--- config.mk ---
export PLATFORM = sky130hd
export DESIGN_NAME = swint_wr_perm
export DESIGN_NICKNAME = d
export VERILOG_FILES = /design/src/rtl/swp_pkg.sv /design/src/rtl/swp_cond.sv /design/src/rtl/swp_chain.sv /design/src/rtl/swp_outreg.sv /design/src/rtl/swint_wr_perm.sv
export SDC_FILE = /design/constraint.sdc
export NUM_CORES = 1
export LEC_CHECK = 0
export ABC_CLOCK_PERIOD_IN_PS = 800
export CORE_MARGIN = 2
export CORE_UTILIZATION = 36
export DETAILED_ROUTE_END_ITERATION = 10
export GPL_TIMING_DRIVEN = 0
export PLACE_DENSITY = 0.77
export SLEW_MARGIN = 0
export SYNTH_ARGS = -nofsm -noshare
export SYNTH_HDL_FRONTEND = slang
export SYNTH_HIERARCHICAL = 1
export SYNTH_SLANG_ARGS = --single-unit
--- constraint.sdc ---
create_clock -name clk -period 0.8 [get_ports clk]
set_input_delay 0.08 -clock clk [delete_from_list [all_inputs] [get_ports clk]]
set_output_delay 0.08 -clock clk [all_outputs]
set_load 0.005 [all_outputs]
--- src/rtl/swp_pkg.sv ---
package swp_pkg;

  typedef enum logic [1:0] {
    DEC_WRITE = 2'd0,
    DEC_UNDEF = 2'd1,
    DEC_TRAP2 = 2'd2,
    DEC_TRAP3 = 2'd3
  } dec_e;

  localparam int N_DEC = 4;

  typedef struct packed {
    logic prio_l1;
    logic prio_l2;
    logic route_l1;
    logic route_l2;
    logic hyp_cp;
    logic hyp_tc;
    logic hyp_virt;
    logic l3_wide;
  } cond_t;

  function automatic logic [N_DEC-1:0] dec_to_vec(input dec_e d);
    return N_DEC'(1) << d;
  endfunction

  function automatic dec_e route_outcome(input logic sel_undef);
    return sel_undef ? DEC_UNDEF : DEC_TRAP3;
  endfunction

  function automatic logic carries_class(input dec_e d, input logic l3_wide);
    return (d == DEC_TRAP2) || ((d == DEC_TRAP3) && l3_wide);
  endfunction

endpackage

--- src/rtl/swp_cond.sv ---
module swp_cond
  import swp_pkg::*;
(
  input  logic  l2_on,
  input  logic  l3_on,
  input  logic  l3_narrow,
  input  logic  mon_mode,
  input  logic  undef_prio,
  input  logic  route_irq,
  input  logic  route_fiq,
  input  logic  hyp_cp_trap,
  input  logic  hyp_common_trap,
  input  logic  hyp_fiq_virt,
  input  logic  hyp_irq_virt,
  output cond_t cond
);

  logic both_routed;
  logic mon_skip;

  assign both_routed = l3_on & route_irq & route_fiq;
  assign mon_skip    = l3_narrow & mon_mode;

  always_comb begin
    cond          = '0;
    cond.prio_l1  = both_routed & undef_prio & ~mon_skip;
    cond.prio_l2  = both_routed & undef_prio;
    cond.route_l1 = both_routed & ~mon_skip;
    cond.route_l2 = both_routed;
    cond.hyp_cp   = l2_on & hyp_cp_trap;
    cond.hyp_tc   = l2_on & hyp_common_trap;
    cond.hyp_virt = l2_on & (hyp_fiq_virt | hyp_irq_virt);
    cond.l3_wide  = ~l3_narrow;
  end

endmodule

--- src/rtl/swp_chain.sv ---
module swp_chain
  import swp_pkg::*;
#(
  parameter int LVL_W = 2
) (
  input  logic [LVL_W-1:0] cur_lvl,
  input  cond_t            cond,
  input  logic             ifen_l1,
  input  logic             ifen_l2,
  input  logic             ifen_l3,
  input  logic             undef_sel,
  output dec_e             dec
);

  always_comb begin
    dec = DEC_UNDEF;
    case (cur_lvl)
      LVL_W'(1): begin
        if (cond.prio_l1)       dec = DEC_UNDEF;
        else if (cond.hyp_cp)   dec = DEC_TRAP2;
        else if (!ifen_l1)      dec = DEC_UNDEF;
        else if (cond.hyp_tc)   dec = DEC_TRAP2;
        else if (cond.hyp_virt) dec = DEC_TRAP2;
        else if (cond.route_l1) dec = route_outcome(undef_sel);
        else                    dec = DEC_WRITE;
      end
      LVL_W'(2): begin
        if (cond.prio_l2)       dec = DEC_UNDEF;
        else if (!ifen_l2)      dec = DEC_UNDEF;
        else if (cond.route_l2) dec = route_outcome(undef_sel);
        else                    dec = DEC_WRITE;
      end
      LVL_W'(3): dec = ifen_l3 ? DEC_WRITE : DEC_UNDEF;
      default:   dec = DEC_UNDEF;
    endcase
  end

endmodule

--- src/rtl/swp_outreg.sv ---
module swp_outreg #(
  parameter bit REG_OUT = 1'b1,
  parameter int VEC_W   = 4,
  parameter int SYND_W  = 6
) (
  input  logic              clk,
  input  logic              rst_n,
  input  logic              in_vld,
  input  logic [VEC_W-1:0]  in_vec,
  input  logic [SYND_W-1:0] in_code,
  output logic              out_vld,
  output logic [VEC_W-1:0]  out_vec,
  output logic [SYND_W-1:0] out_code
);

  generate
    if (REG_OUT) begin : g_reg
      always_ff @(posedge clk or negedge rst_n) begin
        if (!rst_n) begin
          out_vld  <= 1'b0;
          out_vec  <= '0;
          out_code <= '0;
        end else begin
          out_vld <= in_vld;
          if (in_vld) begin
            out_vec  <= in_vec;
            out_code <= in_code;
          end
        end
      end

      // outcome is held between requests
      p_hold_r11: assert property (@(posedge clk) disable iff (!rst_n)
        !in_vld |=> ($stable(out_vec) && $stable(out_code)));
    end else begin : g_comb
      assign out_vld  = in_vld;
      assign out_vec  = in_vld ? in_vec : '0;
      assign out_code = in_vld ? in_code : '0;
    end
  endgenerate

endmodule

--- src/rtl/swint_wr_perm.sv ---
module swint_wr_perm
  import swp_pkg::*;
#(
  parameter bit              REG_OUT    = 1'b1,
  parameter int              LVL_W      = 2,
  parameter int              SYND_W     = 6,
  parameter logic [SYND_W-1:0] TRAP_CLASS = 6'h03
) (
  input  logic              clk,
  input  logic              rst_n,
  input  logic              req_vld,
  input  logic [LVL_W-1:0]  cur_lvl,
  input  logic              l2_on,
  input  logic              l3_on,
  input  logic              l3_narrow,
  input  logic              mon_mode,
  input  logic              undef_prio,
  input  logic              undef_sel,
  input  logic              route_irq,
  input  logic              route_fiq,
  input  logic              hyp_cp_trap,
  input  logic              hyp_common_trap,
  input  logic              hyp_fiq_virt,
  input  logic              hyp_irq_virt,
  input  logic              ifen_l1,
  input  logic              ifen_l2,
  input  logic              ifen_l3,
  output logic              out_vld,
  output logic [N_DEC-1:0]  out_res,
  output logic [SYND_W-1:0] out_code
);

  cond_t             cond;
  dec_e              dec;
  logic [N_DEC-1:0]  dec_vec;
  logic [SYND_W-1:0] dec_code;

  swp_cond u_cond (
    .l2_on           (l2_on),
    .l3_on           (l3_on),
    .l3_narrow       (l3_narrow),
    .mon_mode        (mon_mode),
    .undef_prio      (undef_prio),
    .route_irq       (route_irq),
    .route_fiq       (route_fiq),
    .hyp_cp_trap     (hyp_cp_trap),
    .hyp_common_trap (hyp_common_trap),
    .hyp_fiq_virt    (hyp_fiq_virt),
    .hyp_irq_virt    (hyp_irq_virt),
    .cond            (cond)
  );

  swp_chain #(.LVL_W(LVL_W)) u_chain (
    .cur_lvl   (cur_lvl),
    .cond      (cond),
    .ifen_l1   (ifen_l1),
    .ifen_l2   (ifen_l2),
    .ifen_l3   (ifen_l3),
    .undef_sel (undef_sel),
    .dec       (dec)
  );

  assign dec_vec  = dec_to_vec(dec);
  assign dec_code = carries_class(dec, cond.l3_wide) ? TRAP_CLASS : '0;

  swp_outreg #(.REG_OUT(REG_OUT), .VEC_W(N_DEC), .SYND_W(SYND_W)) u_out (
    .clk      (clk),
    .rst_n    (rst_n),
    .in_vld   (req_vld),
    .in_vec   (dec_vec),
    .in_code  (dec_code),
    .out_vld  (out_vld),
    .out_vec  (out_res),
    .out_code (out_code)
  );

  // exactly one outcome per evaluated access
  p_onehot_r11: assert property (@(posedge clk) disable iff (!rst_n)
    out_vld |-> ($countones(out_res) == 1));

  // level-2 traps always carry the class code
  p_class_r10: assert property (@(posedge clk) disable iff (!rst_n)
    (out_vld && out_res == 4'b0100) |-> (out_code == TRAP_CLASS));

  // write and undefined carry no code
  p_noclass_r10: assert property (@(posedge clk) disable iff (!rst_n)
    (out_vld && (out_res[0] || out_res[1])) |-> (out_code == '0));

  generate
    if (REG_OUT) begin : g_chk
      // user level always undefined
      p_user_undef_r1: assert property (@(posedge clk) disable iff (!rst_n)
        (req_vld && cur_lvl == LVL_W'(0)) |=> (out_vld && out_res == 4'b0010));

      // level 3 with interface enabled always writes
      p_l3_write_r8: assert property (@(posedge clk) disable iff (!rst_n)
        (req_vld && cur_lvl == LVL_W'(3) && ifen_l3) |=> (out_res == 4'b0001));

      // monitor-mode skip never lets a level-1 access reach level 3
      p_mon_skip_r6: assert property (@(posedge clk) disable iff (!rst_n)
        (req_vld && cur_lvl == LVL_W'(1) && l3_narrow && mon_mode) |=> !out_res[3]);

      // with level 3 absent no access traps to it
      p_no_l3_r9: assert property (@(posedge clk) disable iff (!rst_n)
        (req_vld && !l3_on) |=> !out_res[3]);
    end
  endgenerate

endmodule

# After elaboration in Yosys (flattened, before gate mapping)
# Cells that the tools add are included.
dict set report totals {
  register_bits 11
  inputBits 20
  word_cells 36
}
dict set report op_classes {
  eq_ne 5
  shift 1
  mux 13
  bitwise 12
  n_reduce_logical 2
}
# op n
set ops {}
lappend ops {{$mux W2} 11}
lappend ops {{$and A1 B1 Y1} 9}
lappend ops {{$eq A2 B2 Y1 const B} 4}
lappend ops {{$pmux W2 S3} 1}
lappend ops {{$shl A1 B2 Y4 const A} 1}
lappend ops {{$eq A2 B1 Y1 const B} 1}
lappend ops {{$not A1 Y1} 2}
lappend ops {{$logic_and A1 B1 Y1} 1}
lappend ops {{$logic_or A1 B1 Y1} 1}
lappend ops {{$mux W1} 1}
lappend ops {{$or A1 B1 Y1} 1}

# Logic depth before layout (Yosys ltp)
# Gate-level depths: netlist of run 1.
dict set report logic_depth {
  word_depth 14
  mapped_depth 7
  ltp_nobuf 7
}

# Hierarchy
# Netlist of run 1, hierarchy kept.
# mod instances cells_per_inst area_each_um2
set modules_own_cells {}
lappend modules_own_cells {swp_outreg 1 22 436.7}
lappend modules_own_cells {swp_chain 1 16 98.8}
lappend modules_own_cells {swp_cond 1 9 65.1}
lappend modules_own_cells {swint_wr_perm 1 7 45.0}

# Worst setup path after synthesis of run 1
# OpenSTA, ideal clock, no wires.
dict set report synth_timing {
  kind {input to register}
  startpoint {in route_fiq}
  endpoint {reg u_out.out_vec[1]}
  setup_time_ns 0.125
  t_arrival_ns 1.607
  t_required_ns 0.675
  setup_slack_ns -0.932
  stages 7
  path_buffers 0
  cell_sequence {and4_1 a21boi_2 or3b_1 o32ai_1 a21o_1 and2b_2 mux2_4}
}
# element line
set synth_lines {}
lappend synth_lines {{start: declaration} swint_wr_perm.sv:20} ;# input logic route_fiq,
lappend synth_lines {{end signal: assignment} swp_outreg.sv:26} ;# out_vec <= in_vec;
lappend synth_lines {{end: declaration} swp_outreg.sv:12} ;# output logic [VEC_W-1:0] out_vec,

==> impl_results.md, run 1 <==
- Antenna Violating Nets Remaining: 0
- Met3 WL: 78 um
- Status: finished, violations left
- First-pass GRT wire length: roughly 2.7 mm
- Io pins: 31
- Nets: about 120
- Slew @ Worst Pin: 500 ps
- Crit end category: flop
- Cells after synthesis: 54
- Clock Root Buffer: clkbuf_4
- Max Root-Sink Buffers: 2
- Power Total: approximately 1.5 mW
- Total Routing Usage GR: a little under a fifth
- RSZ-0062 raised after global routing: yes
- Final WS setup: -769 ps
- Avg Cell Area, Syn: between 10 and 15 um^2
- Post-detail-place hpwl: between 1 and 1.5 mm
- CTS tree: yes
- Clk_skew: 0 ps
- Critical path data required time: approximately 950 ps
- Area of placed instances: ~1000 um^2
- R2r setup slk: -90 ps
- Pins over their slew limit: 0
- DR iter-0 viols: 2
- Met1 WL: about 630 um
- Top-count cell post-synth: dfrtp_1
- Share of cells above drive strength 1: a little under three fifths
- HP Class: primary input to flop
- Async SR Flop Fraction: 100%
- Initial Util: 37.8%
- Final hold vios: 0
- CTS Hold Bufs: 0
- Seq/Total Area, Yosys: 42.6%
- YS warnings: 6
- CP Data Arrival Time: 1720 ps
- Post-route DRC: 0
- Synthesized area: roughly 650 um^2
- Max-Cap Viols: 0
- Leakage: about 0.57 nW
- Wire per inst: between 10 and 15 um
- Vias: just under 600
- Clock transition at path regs: roughly 70 ps
- Synth Register Bits: 11
- Die ar.: 0.00215 mm^2
- Worst reg2reg startpoint: u_out/out_vec[2]$_DFFE_PN0P_
- Core box area: approximately 0.0017 mm^2
- Number of global-route vias before repair: 603
- Initial antenna violation count: 0
- Top Metal Used: met3
- Hold Crit Endpoint: u_out/out_vld$_DFF_PN0_
- Synth top cells by count: dfrtp_1 (11), mux2_4 (10), inv_1 (6), nor3_1 (3)
- GRT overflow: 0
- Final wirelength: approximately 1.7 mm
- EDFF count, synth: 0
- Slew headroom: 66.6%
- TNS Setup: -5210 ps
- Fill count: 138
- Power Dens Cells: 1310 mW/mm^2
- Post-layout util: around two thirds
- Met2 WL post-DR: between 1 and 1.5 mm
- Crit path launch type: primary input
- CTS Buf Count: 3
- DIE HEIGHT: approximately 46 um
- Setup WS pre-CTS: -1460 ps
- Drt first pass iters: 4
- Tmin final: 1570 ps
- Largest net degree at the start of global routing: 12
- Max FO, Critical Path: 2
- Ys flop type: dfrtp_1
- Port Buffer Count: 30
- Top post-synthesis cells by area: dfrtp_1 (43%), mux2_4 (23%), a21boi_2 (3.5%)
- Critical path class: primary input to flop
- F_max: approximately 640 MHz
- Synth top area share: 42.6%
- Clk sink count: 11
- Cell taking the most area after synthesis: dfrtp_1
- Failing checks: negative setup slack
- FP Rows: 15
- FF-to-FF End: u_out/out_vec[2]$_DFFE_PN0P_
- Final setup fails: 20
- ANT cells: 0
- Htree depth: 1
- HP Start: req_vld
- Clock Latency Late Sink: 260 ps
- Hold path depth: 1
- Final Cycle Share: 196%
- Design Area, Final: 0.00112 mm^2
- Unique cell type count in the Yosys netlist: 24
- Vias/cell: between 4 and 5
- Layout area overhead: 73.6%
- Worst R2R Path Depth: 2
- Worst vdd ir: 0.492 mV
- Placer Congestion: just under 0.7
- Die span in x: 46.4 um
==> worst max path at each step <==
stage                     slack (ps)                            to      start
after global placement         -1430  u_out/out_vec[1]$_DFFE_PN0P_  route_fiq
final                           -770  u_out/out_vec[1]$_DFFE_PN0P_  route_irq
after global routing            -850  u_out/out_vec[1]$_DFFE_PN0P_  route_irq
after CTS                       -840  u_out/out_vec[1]$_DFFE_PN0P_  route_irq
after detailed placement       -1460  u_out/out_vec[1]$_DFFE_PN0P_  route_fiq
after floorplan                 -930  u_out/out_vec[1]$_DFFE_PN0P_  route_fiq
==> sequential cells by signal, indices dropped and copies added (netlist names) <==
name / flops
u_out/out_code: 6
u_out/out_vec: 4
u_out/out_vld: 1
==> cell usage in the layout, fill, tap and decap left out <==
cell	count
or3b_4	1
or4bb_4	1
conb_1	4
o31ai_4	1
and2b_2	1
and3_1	1
a21boi_4	2
nor2b_1	2
nor2_2	1
clkbuf_4	3
o32ai_2	1
dlygate4sd2_1	9
nor3_1	1
clkbuf_2	1
o21a_1	1
nor3_2	2
nor2_1	1
nor4b_4	1
buf_2	14
o22ai_4	1
buf_4	10
inv_1	6
buf_6	5
clkbuf_1	1
a21o_1	1
and4_1	1
a21boi_1	1
clkdlybuf4s50_1	5
mux2_4	10
and2_4	3
dfrtp_1	11
==> logic make-up after synthesis <==
kind of cell           synth area share, %
and+or+nand+nor                       16.7
DFF                                   42.6
muxes                                 23.3
AOI/OAI and AO/OA                     10.5
buffers and inverters                 6.40
other                                0.581
==> where the power goes <==
| part | internal, mW | leakage (nW) | switching (mW) |
|---|---|---|---|
| clock network | 0.193 | 0.0150 | 0.181 |
| logic | 0.290 | 0.420 | 0.175 |
| registers | 0.605 | 0.137 | 0.0271 |
==> stage by stage <==
| stage | cells | hold WS [ps] |
|---|---|---|
| 2_1_floorplan | 57 | -216 |
| 3_3_place_gp | 112 | 424 |
| 3_5_place_dp | 112 | 428 |
| 4_1_cts | 128 | 117 |
| 5_1_grt | 128 | 104 |
| 6_report | 128 | 120 |
==> routing by layer <==
layer | track usage [%] | vias up
met3 | 1.18 | 0
met2 | 36.4 | 19
met5 | 0 | -
met1 | 18.8 | 288
li1 | - | 282
met4 | 10.3 | 0
==> worst max-delay path, stage by stage <==
cell      delay (ps)
buf_6             90
and4_1           200
a21boi_4         140
or3b_4           390
o32ai_2          210
a21o_1           150
and2b_2          210
mux2_4           250
==> repair_timing <==
item,in CTS,in global routing
setup endpoints to repair,21,20
gates cloned,1,0
setup buffers,11,0
pin swaps,13,4
gates resized for setup,82,6
==> final cells by class <==
cell class	instances	area, um^2	share of cell area [%]
Timing Repair Buffer	42	317	28.2
Multi-Input combinational cell	38	430	38.4
Inverter	6	22.5	2.01
Tap cell	25	31.3	2.79
Sequential cell	11	275	24.6
Clock buffer	4	26.3	2.34
Buffer	2	18.8	1.67
Power figures use the tool's default switching activity.
==> run 2, diff against run 1 <==
--- a/config.mk
+++ b/config.mk
@@ -16,3 +16,4 @@
 export SYNTH_HDL_FRONTEND = slang
 export SYNTH_HIERARCHICAL = 1
 export SYNTH_SLANG_ARGS = --single-unit
+export TNS_END_PERCENT = 10
==> run 2 against run 1 <==
Effect of this change: the run still ends with negative setup slack left; total power fell by 5.3%; sequential cell count unchanged; sequential power hardly changed; critical endpoint unchanged; largest power group unchanged.
==> impl_results.md, run 2 (synthesis results as in run 1) <==
- Post-route DRC: 0 (unchanged)
- F_max: 631 MHz (-0.97%)
- CP delay by family, top: simple AND/OR/NAND/NOR gates
- Final wirelength: 1.44 mm (-16%)
- Nets: 117 (-5.6%)
- Max-Cap Viols: 0 (unchanged)
- Clk_skew: 0 ps (unchanged)
- Crit end category: flop
- Clk sink count: 11 (unchanged)
- Largest net degree at the start of global routing: 12 (unchanged)
- CTS Buf Count: 3 (unchanged)
- Crit path largest cell delay: 390 ps (about the same)
- ANT cells: 0 (unchanged)
- FP Rows: 15 (unchanged)
- Worst R2R Path Depth: 1 (-1)
- Failing checks: negative setup slack
- DR iter-0 viols: 3 (+1)
- Antenna Violating Nets Remaining: 0 (unchanged)
- Final hold vios: 0 (unchanged)
- Power Total: 1.39 mW (-5.3%)
- Final WS setup: -785 ps (-15.3 ps)
- CTS Hold Bufs: 0 (unchanged)
- Post-Place Cells: 112 (unchanged)
- Placer Congestion: 0.634 (-7.3%)
- Initial antenna violation count: 0 (unchanged)
- Status: finished, violations left
- Max Root-Sink Buffers: 2 (unchanged)
- Port Buffer Count: 30 (unchanged)
- FF-to-FF End: u_out/out_code[2]$_DFFE_PN0P_
- Core box area: 0.00171 mm^2 (unchanged)
- Switching Fraction: 24.9% (-1.2 points)
- CP bufs+invs: 1 (unchanged)
- First-pass GRT wire length: 2.32 mm (-14%)
- Layout area overhead: 66.5%
- Switch Pwr: 347 uW (-9.6%)
- Final Cycle Share: 198% (+1.9 points)
- CP Capture Point: u_out/out_vec[1]$_DFFE_PN0P_
- Power Dens Cells: 1300 mW/mm^2 (-1.3%)
- Crit path launch type: primary input
- CP Data Arrival Time: 1730 ps (about the same)
- DIE HEIGHT: 46.4 um (unchanged)
- Max FO, Critical Path: 2 (unchanged)
- Pint: 1.05 mW (-3.8%)
- Post-detail-place hpwl: 1.04 mm (-6.9%)
- Clock transition at path regs: 70 ps (about the same)
- Critical path data required time: 950 ps (about the same)
- CP max stage cell: or3b_4
- Commonest cells after routing, fill and taps aside: clkbuf_2 (11), dfrtp_1 (11), mux2_4 (10)
- Clock Root Buffer: clkbuf_4
- Worst-path cell chain: buf_6 > and4_1 > a21boi_4 > or3b_4 > o32ai_2 > a21o_1 > and2b_2 > mux2_4
- Pins over their slew limit: 0 (unchanged)
- HP Class: primary input to flop
- Area of placed instances: 988 um^2 (-0.50%)
- Comb pwr share: 28.8% (-2.8 points)
- CTS tree: yes
- Top flop regs: u_out/out_code (6), u_out/out_vec (4), u_out/out_vld (1)
- Clock Latency Late Sink: 260 ps (about the same)
- Design Area, Final: 0.00107 mm^2 (-4.1%)
- Worst vdd ir: 0.479 mV (-2.6%)
- Setup WS pre-CTS: -1530 ps (-70.0 ps)
- Worst path depth: 8 (unchanged)
- RSZ-0062 raised after global routing: yes
- Total Routing Usage GR: 15.2% (-3.3 points)
- Share of cells above drive strength 1: 52.1% (-4.2 points)
- Post-layout util: 62.9% (-2.7 points)
- Die ar.: 0.00215 mm^2 (unchanged)
- Max reg flops: 6 (unchanged)
- GRT overflow: 0 (unchanged)
- Biggest register: u_out/out_code
- Die span in x: 46.4 um (unchanged)
- Vias: 554 (-5.9%)
- Tmin final: 1580 ps (+15.3 ps)
- Critical path class: primary input to flop
- TNS Setup: -4690 ps (+521 ps)
- Number of global-route vias before repair: 562 (-6.8%)
- Hold Worst Slack: 95.3 ps (-24.8 ps)
- Final setup fails: 17 (-15%)
- Clk pwr share: 25.8% (+0.4 points)
- Htree depth: 1 (unchanged)
- Worst Setup SP: route_fiq
- Leakage: 0.543 nW (-5.0%)
- Seq pwr share: 45.4% (+2.4 points)
- Drt first pass iters: 3 (-1)
- Wire per inst: 11.9 um (-12%)
- Io pins: 31 (unchanged)
- Worst reg2reg startpoint: u_out/out_code[2]$_DFFE_PN0P_
- Initial Util: 37.8% (unchanged)
- R2r setup slk: 20 ps (+110 ps)
- Vias/cell: 4.58 (-0.50%)
- Final std cells w/o fill: 121 (-5.5%)
run 2: cell count changes in the layout (fill, tap and decap cells not counted):
cell,delta
buf_6,-1
dlymetal6s2s_1,+1
buf_4,-5
buf_2,-12
clkbuf_2,+10
run 2: area by class of cell:
| cell class | count | area, um^2 |
|---|---|---|
| Clock buffer | 4 | 26.3 |
| Multi-Input combinational cell | 38 | 430 |
| Fill cell | 141 | 633 |
| Tap cell | 25 | 31.3 |
| Sequential cell | 11 | 275 |
| Timing Repair Buffer | 35 | 270 |
| Inverter | 6 | 22.5 |
| Buffer | 2 | 18.8 |
run 2: metal layers:
metal / share of wire (%) / wire length [um] / GRT usage (%)
met4: 0.83 / 12 / 6.86
met3: 6.9 / 100 / 1.57
met5: 0 / 0 / 0
met1: 35 / 509 / 16.9
met2: 57 / 820 / 28.3
run 2: repair_timing:
action                                  4_1_cts  5_1_grt
gates cloned                                  0        0
buffers inserted                              4        1
resized for setup                            59       16
endpoints found under the setup margin       21       17
pin swaps                                    12        7
run 2: how the worst min path moves through the flow:
stage,start,end,slack (ps),depth (start not counted)
5_1_grt,req_vld,u_out/out_vld$_DFF_PN0_,90,1
3_3_place_gp,rst_n,u_out/out_vld$_DFF_PN0_,430,1
4_1_cts,req_vld,u_out/out_vld$_DFF_PN0_,90,1
2_1_floorplan,rst_n,u_out/out_code[0]$_DFFE_PN0P_,-220,0
3_5_place_dp,rst_n,u_out/out_code[2]$_DFFE_PN0P_,440,1
6_report,req_vld,u_out/out_vld$_DFF_PN0_,100,1
run 2: power groups by stage:
stage	clock, mW	combinational, mW	sequential [mW]
after floorplan	0	0.161	0.645
after global placement	0	0.382	0.642
after detailed placement	0	0.393	0.644
after CTS	0.385	0.416	0.634
after global routing	0.405	0.436	0.641
final	0.359	0.401	0.633
